[config.mk]
export PLATFORM = sky130hd
export DESIGN_NAME = err_signal_filter
export DESIGN_NICKNAME = d
export VERILOG_FILES = /design/src/rtl/esf_pkg.sv /design/src/rtl/esf_classify.sv /design/src/rtl/esf_gate.sv /design/src/rtl/esf_bridge_fwd.sv /design/src/rtl/err_signal_filter.sv
export SDC_FILE = /design/constraint.sdc
export NUM_CORES = 1
export LEC_CHECK = 0
export BUFFER_PORTS_ARGS = -buffer_cell sky130_fd_sc_hd__clkbuf_2
export CAP_MARGIN = 20
export CORE_ASPECT_RATIO = 1.1
export CORE_MARGIN = 4
export CORE_UTILIZATION = 39
export CTS_CLUSTER_DIAMETER = 200
export CTS_CLUSTER_SIZE = 24
export DETAILED_ROUTE_END_ITERATION = 8
export GPL_TIMING_DRIVEN = 0
export PLACE_DENSITY = 0.76
export SLEW_MARGIN = 25
export SYNTH_ARGS = -nofsm -noshare
export SYNTH_HDL_FRONTEND = slang
export SYNTH_SLANG_ARGS = --single-unit
[constraint.sdc]
create_clock -name clk -period 5.9 [get_ports clk]
set_input_delay 0.295 -clock clk [delete_from_list [all_inputs] [get_ports clk]]
set_output_delay 0.295 -clock clk [all_outputs]
set_load 0.05 [all_outputs]
[src/rtl/esf_pkg.sv]
package esf_pkg;

    localparam int ERR_W = 32;

    typedef logic [ERR_W-1:0] errvec_t;

    typedef enum logic [2:0] {
        SEV_NONE  = 3'b000,
        SEV_COR   = 3'b001,
        SEV_NF    = 3'b010,
        SEV_FATAL = 3'b100
    } sev_e;

    // device status set bits, bit 0 = cor
    typedef struct packed {
        logic ur;
        logic fatal;
        logic nonfatal;
        logic cor;
    } dsta_t;

    // classification of one strobe
    typedef struct packed {
        logic    ok;
        logic    cor_path;
        logic    adv;
        logic    ur;
        logic    fatal;
        errvec_t bitv;
    } cls_t;

    // actions for one error
    typedef struct packed {
        dsta_t   dsta;
        errvec_t cor_set;
        errvec_t unc_set;
        logic    log_req;
        logic    msg_v;
        sev_e    msg_sev;
    } act_t;

    // actions for one downstream message
    typedef struct packed {
        logic sec_rse;
        logic sig_se;
        logic fwd_v;
        sev_e fwd_sev;
    } fwd_t;

    function automatic logic single_bit(input errvec_t v);
        return ($countones(v) == 1);
    endfunction

    function automatic logic sev_onehot(input logic [2:0] s);
        return ($countones(s) == 1);
    endfunction

endpackage

[src/rtl/esf_classify.sv]
module esf_classify
    import esf_pkg::*;
#(
    parameter int      UR_BIT      = 20,
    parameter errvec_t COR_SUP     = 32'h0000_F1C1,
    parameter errvec_t UNC_SUP     = 32'h03FF_F030,
    parameter errvec_t DFLT_FATAL  = 32'h0046_2030,
    parameter bit      USE_SEV_REG = 1'b1
) (
    input  errvec_t err_vec,
    input  logic    err_cor,
    input  logic    err_adv_ok,
    input  errvec_t unc_sev,
    output cls_t    cls
);

    errvec_t kept;
    logic    sev_hit;

    assign kept = err_cor ? (err_vec & COR_SUP) : (err_vec & UNC_SUP);

    generate
        if (USE_SEV_REG) begin : g_sev_reg
            assign sev_hit = |(kept & unc_sev);
        end else begin : g_sev_fixed
            assign sev_hit = |(kept & DFLT_FATAL);
        end
    endgenerate

    always_comb begin
        cls          = '0;
        cls.ok       = single_bit(kept);
        cls.bitv     = kept;
        cls.fatal    = !err_cor && sev_hit;
        cls.adv      = !err_cor && !sev_hit && err_adv_ok;
        cls.cor_path = err_cor || cls.adv;
        cls.ur       = !err_cor && kept[UR_BIT];
    end

endmodule

[src/rtl/esf_gate.sv]
module esf_gate
    import esf_pkg::*;
#(
    parameter int ADV_BIT = 13
) (
    input  cls_t    cls,
    input  errvec_t cor_mask,
    input  errvec_t unc_mask,
    input  logic    en_cor,
    input  logic    en_nf,
    input  logic    en_fatal,
    input  logic    en_ur,
    input  logic    serr_en,
    output act_t    act
);

    localparam errvec_t ADV_VEC = errvec_t'(1) << ADV_BIT;

    errvec_t cor_bit;
    logic    cor_masked;
    logic    unc_masked;

    always_comb begin
        cor_bit = cls.adv ? ADV_VEC : cls.bitv;
    end

    assign cor_masked = |(cor_bit & cor_mask);
    assign unc_masked = |(cls.bitv & unc_mask);

    always_comb begin
        act = '0;
        if (cls.ok) begin
            act.dsta.ur = cls.ur;
            if (cls.cor_path) begin
                act.dsta.cor = 1'b1;
                act.cor_set  = cor_bit;
                if (!cor_masked) begin
                    if (cls.adv) begin
                        act.unc_set = cls.bitv;
                        act.log_req = !unc_masked;
                    end
                    if (en_cor && (!cls.ur || en_ur)) begin
                        act.msg_v   = 1'b1;
                        act.msg_sev = SEV_COR;
                    end
                end
            end else begin
                act.dsta.fatal    = cls.fatal;
                act.dsta.nonfatal = !cls.fatal;
                act.unc_set       = cls.bitv;
                if (!unc_masked) begin
                    act.log_req = 1'b1;
                    if ((!cls.ur || en_ur || serr_en) &&
                        (serr_en || (cls.fatal ? en_fatal : en_nf))) begin
                        act.msg_v   = 1'b1;
                        act.msg_sev = cls.fatal ? SEV_FATAL : SEV_NF;
                    end
                end
            end
        end
    end

endmodule

[src/rtl/esf_bridge_fwd.sv]
module esf_bridge_fwd
    import esf_pkg::*;
(
    input  logic       dn_valid,
    input  logic [2:0] dn_sev,
    input  logic       bridge_serr_en,
    input  logic       en_cor,
    input  logic       en_nf,
    input  logic       en_fatal,
    input  logic       serr_en,
    output fwd_t       fwd
);

    logic uncor;
    logic own_en;

    assign uncor  = dn_sev[1] | dn_sev[2];
    assign own_en = |(dn_sev & {en_fatal, en_nf, en_cor});

    always_comb begin
        fwd = '0;
        if (dn_valid && sev_onehot(dn_sev)) begin
            fwd.sec_rse = uncor;
            if (bridge_serr_en) begin
                fwd.sig_se = (uncor && serr_en) || own_en;
                if (own_en) begin
                    fwd.fwd_v   = 1'b1;
                    fwd.fwd_sev = sev_e'(dn_sev);
                end
            end
        end
    end

endmodule

[src/rtl/err_signal_filter.sv]
module err_signal_filter
    import esf_pkg::*;
#(
    parameter int      UR_BIT      = 20,
    parameter int      ADV_BIT     = 13,
    parameter errvec_t COR_SUP     = 32'h0000_F1C1,
    parameter errvec_t UNC_SUP     = 32'h03FF_F030,
    parameter errvec_t DFLT_FATAL  = 32'h0046_2030,
    parameter bit      USE_SEV_REG = 1'b1
) (
    input  logic                      clk,
    input  logic                      rst,
    input  logic                      err_valid,
    input  logic [esf_pkg::ERR_W-1:0] err_vec,
    input  logic                      err_cor,
    input  logic                      err_adv_ok,
    input  logic [esf_pkg::ERR_W-1:0] cor_mask,
    input  logic [esf_pkg::ERR_W-1:0] unc_mask,
    input  logic [esf_pkg::ERR_W-1:0] unc_sev,
    input  logic                      rep_en_cor,
    input  logic                      rep_en_nf,
    input  logic                      rep_en_fatal,
    input  logic                      rep_en_ur,
    input  logic                      serr_en,
    input  logic                      dn_valid,
    input  logic [2:0]                dn_sev,
    input  logic                      bridge_serr_en,
    output logic [3:0]                dsta_set,
    output logic [esf_pkg::ERR_W-1:0] cor_sta_set,
    output logic [esf_pkg::ERR_W-1:0] unc_sta_set,
    output logic                      log_req,
    output logic                      msg_valid,
    output logic [2:0]                msg_sev,
    output logic                      sec_rse_set,
    output logic                      sig_se_set,
    output logic                      fwd_valid,
    output logic [2:0]                fwd_sev
);

    cls_t cls;
    act_t act_d, act_q;
    fwd_t fwd_d, fwd_q;

    esf_classify #(
        .UR_BIT     (UR_BIT),
        .COR_SUP    (COR_SUP),
        .UNC_SUP    (UNC_SUP),
        .DFLT_FATAL (DFLT_FATAL),
        .USE_SEV_REG(USE_SEV_REG)
    ) u_cls (
        .err_vec   (err_vec),
        .err_cor   (err_cor),
        .err_adv_ok(err_adv_ok),
        .unc_sev   (unc_sev),
        .cls       (cls)
    );

    esf_gate #(
        .ADV_BIT(ADV_BIT)
    ) u_gate (
        .cls     (cls),
        .cor_mask(cor_mask),
        .unc_mask(unc_mask),
        .en_cor  (rep_en_cor),
        .en_nf   (rep_en_nf),
        .en_fatal(rep_en_fatal),
        .en_ur   (rep_en_ur),
        .serr_en (serr_en),
        .act     (act_d)
    );

    esf_bridge_fwd u_fwd (
        .dn_valid      (dn_valid),
        .dn_sev        (dn_sev),
        .bridge_serr_en(bridge_serr_en),
        .en_cor        (rep_en_cor),
        .en_nf         (rep_en_nf),
        .en_fatal      (rep_en_fatal),
        .serr_en       (serr_en),
        .fwd           (fwd_d)
    );

    always_ff @(posedge clk) begin
        if (rst) begin
            act_q <= '0;
            fwd_q <= '0;
        end else begin
            act_q <= err_valid ? act_d : '0;
            fwd_q <= fwd_d;
        end
    end

    assign dsta_set    = act_q.dsta;
    assign cor_sta_set = act_q.cor_set;
    assign unc_sta_set = act_q.unc_set;
    assign log_req     = act_q.log_req;
    assign msg_valid   = act_q.msg_v;
    assign msg_sev     = act_q.msg_sev;
    assign sec_rse_set = fwd_q.sec_rse;
    assign sig_se_set  = fwd_q.sig_se;
    assign fwd_valid   = fwd_q.fwd_v;
    assign fwd_sev     = fwd_q.fwd_sev;

endmodule

==> flow_metrics.py <==
metrics = {
    "run_status": {
        "status": "finished, final reports clean",
    },
    "placement": {
        "gp_congestion": 0.918,
        "portBuffers": 135,
        "dpl.hpwl_um": 6300,
        "placed_area_mm2": 0.00366,
    },
    "hold_path": {
        "hp-start": "bridge_serr_en",
        "whs_path_depth": 2,
        "whs_endpoint": "sig_se_set",
        "hp-class": "in2reg",
    },
    "yosys": {
        "yosys.area.top_type": "dfxtp_1",
        "synth_commonest_cells": "dfxtp_1 (55), inv_1 (33), buf_4 (24)",
        "synth.distinct_cells": 41,
        "avgSynthCellArea_um2": 10.1,
        "async_reset_ff_share_pct": 0,
        "synth_area_mm2": 0.00274,
        "synth-edff-count": 0,
        "ys_top_cells_by_area": "dfxtp_1 (40%), fa_1 (12%), buf_4 (6.6%)",
        "ys_seq_area_share_pct": 40.2,
        "syn_inst": 272,
        "synth_ff_type": "dfxtp_1",
        "yosys_warnings": 0,
        "ys_seq_elements": 55,
        "synth.most_common_cell": "dfxtp_1",
        "synth_top_area_share_pct": 40.2,
    },
    "pwr": {
        "p_leak_nw": 2.04,
        "p_clk_share_pct": 21.4,
        "intPower_mw": 0.615,
        "total_power_mw": 0.999,
        "seqPwrFrac_pct": 39.6,
        "pwr-share-comb_pct": 38.9,
        "pwr_density_cell_mw_per_mm2": 266,
        "swShare_pct": 38.4,
        "switchingPower_mw": 0.384,
        "ir_drop_mv": 0.175,
    },
    "worst_setup_path": {
        "worstPathArrival_ps": 5750,
        "critPathKind": "in2reg",
        "cp_slowest_stage_delay_ps": 560,
        "crit_path_top_delay_cell": "fa_1",
        "crit_fanout": 10,
        "required_ps": 6150,
        "path_cells": "clkbuf_2 > clkbuf_2 > clkbuf_1 > nor2_1 > ha_1 > inv_1 > fa_1 > fa_1 > fa_1 > fa_1 > inv_1 > ha_1 > fa_1 > nor4_2 > nand3b_1 > or3_1 > buf_6 > a31oi_4 > clkbuf_1 > and2_1",
        "crit_path_end_kind": "register",
        "cp_common_cell": "fa_1",
        "crit_family": "adder cells",
        "worstPathBufferInverterCount": 7,
        "startpoint_type": "primary input",
    },
    "layout": {
        "nFillCells": 599,
        "drive_gt1_share_pct": 38.8,
        "antenna_cells": 0,
        "stdcell_area_mm2": 0.00376,
        "syn_to_final_growth_pct": 37.4,
        "num-nets-final": 625,
    },
    "floorplanning": {
        "core.rowCount": 31,
        "dieArea_mm2": 0.00843,
        "die_y_um": 95.9,
        "start_util_pct": 40.8,
        "chipWidth_um": 87.9,
        "core_area_mm2": 0.00671,
        "ios": 222,
    },
    "routing": {
        "wl_um": 7180,
        "drtIter0Drc": 92,
        "firstDrtPassIters": 4,
        "ant_nets": 0,
        "post_drt_wl_per_cell_um": 13.4,
        "viasPerCell": 4.54,
        "drc": 0,
        "vias": 2435,
    },
    "global_route": {
        "grt_pass1_wl_um": 10700,
        "grt-ovfl-total": 0,
        "antenna_found_initial": 0,
        "grt_max_degree": 20,
        "first_global_vias": 2353,
        "track_usage_pct": 16.6,
    },
    "clock_network": {
        "cts_hold_buf": 0,
        "cts_made_buffers": 5,
        "h-tree-depth": 2,
        "path_clk_slew_ps": 100,
        "cts_tree": "built",
        "clockBufferDepth": 2,
        "cts_setup_buffers": 0,
        "cts_sinks": 55,
        "root_buffer": "clkbuf_8",
    },
    "sta": {
        "slew_viol_final": 0,
        "period_minus_slack_ps": 5500,
        "setup_viol": 0,
        "tightest_slew_ps": 621,
        "fmax_ghz": 0.182,
        "slew_headroom_pct": 57.5,
        "finalCritPeriodShare_pct": 93.2,
        "final-hold-violation-count": 0,
        "rsz0062_at_grt": "no",
    },
    "flow_run": {
        "drv_cap": 0,
    },
}
==> through the flow <==
stage,TNS (ps),cells,hold WS [ps],worst slack [ps],utilization (%)
after floorplan,0,311,366,679,-
after global routing,0,536,227,10.8,56.1
after global placement,0,528,553,3.36,54.6
final,0,536,235,402,56.1
after CTS,0,536,228,236,56.1
after detailed placement,-621,528,551,-62.4,54.6
==> worst max path at each step <==
stage / depth (start not counted) / from / slack [ps] / end
4_1_cts: 20 / err_cor / 240 / unc_sta_set[13]
3_3_place_gp: 20 / err_cor / 3 / unc_sta_set[12]
5_1_grt: 20 / err_cor / 10 / unc_sta_set[4]
6_report: 20 / err_cor / 400 / unc_sta_set[25]
2_1_floorplan: 18 / err_cor / 680 / msg_sev[1]
3_5_place_dp: 20 / err_cor / -60 / unc_sta_set[13]
==> routing by layer <==
layer / GRT usage, % / vias to the layer above / part of all wire, %
met5: 0 / - / 0
met4: 4.60 / 0 / 1.4
met3: 3.85 / 7 / 10
met2: 29.0 / 121 / 48
met1: 20.3 / 1095 / 40
li1: - / 1212 / -
==> power by group through the flow <==
stage / registers (mW) / logic (mW) / clock network [mW]
after detailed placement: 0.405 / 0.393 / 0
after global routing: 0.398 / 0.434 / 0.234
after CTS: 0.397 / 0.394 / 0.219
after global placement: 0.405 / 0.377 / 0
final: 0.396 / 0.389 / 0.214
after floorplan: 0.476 / 0.215 / 0
==> cell type report <==
type | count | area [um^2] | share of cell area, %
Buffer | 30 | 211 | 5.62
Clock buffer | 5 | 68.8 | 1.83
Clock inverter | 3 | 28.8 | 0.765
Inverter | 33 | 124 | 3.29
Multi-Input combinational cell | 193 | 1450 | 38.6
Sequential cell | 55 | 1100 | 29.3
Tap cell | 82 | 103 | 2.73
Timing Repair Buffer | 135 | 676 | 18.0
==> kinds of logic (layout without fill, tap and decap cells) <==
kind of cell	after synthesis	after routing	share of synthesized area (%)
AOI/OAI and AO/OA	41	41	12.1
xor gates and xnor gates	2	2	0.639
adders and majority gates	29	29	17.6
buffers and inverters	63	206	12.2
DFF	55	55	40.2
muxes	1	1	0.411
other	1	40	0.137
and+or+nand+nor	80	80	16.8
==> cells in the final DEF (no fill, tap or decap), types with 13 or more instances in the layout <==
cell | Yosys | routed
ha_1 | 13 | 13
fa_1 | 16 | 16
dfxtp_1 | 55 | 55
a22oi_1 | 15 | 15
buf_4 | 24 | 24
inv_1 | 33 | 33
clkbuf_2 | 0 | 136
conb_1 | 1 | 40
and2_1 | 21 | 21
nand2_1 | 13 | 13
==> state kept, by name, summed over array words and instances (netlist names) <==
name,count
fwd_valid,1
sig_se_set,1
sec_rse_set,1
unc_sta_set,20
msg_valid,1
fwd_sev,3
dsta_set,4
msg_sev,3
log_req,1
cor_sta_set,20
==> repair_timing <==
item,4_1_cts,5_1_grt
endpoints found under the setup margin,0,13
endpoints found under the hold margin,0,0
resized for setup,0,2
(Power assumes the default switching activity.)
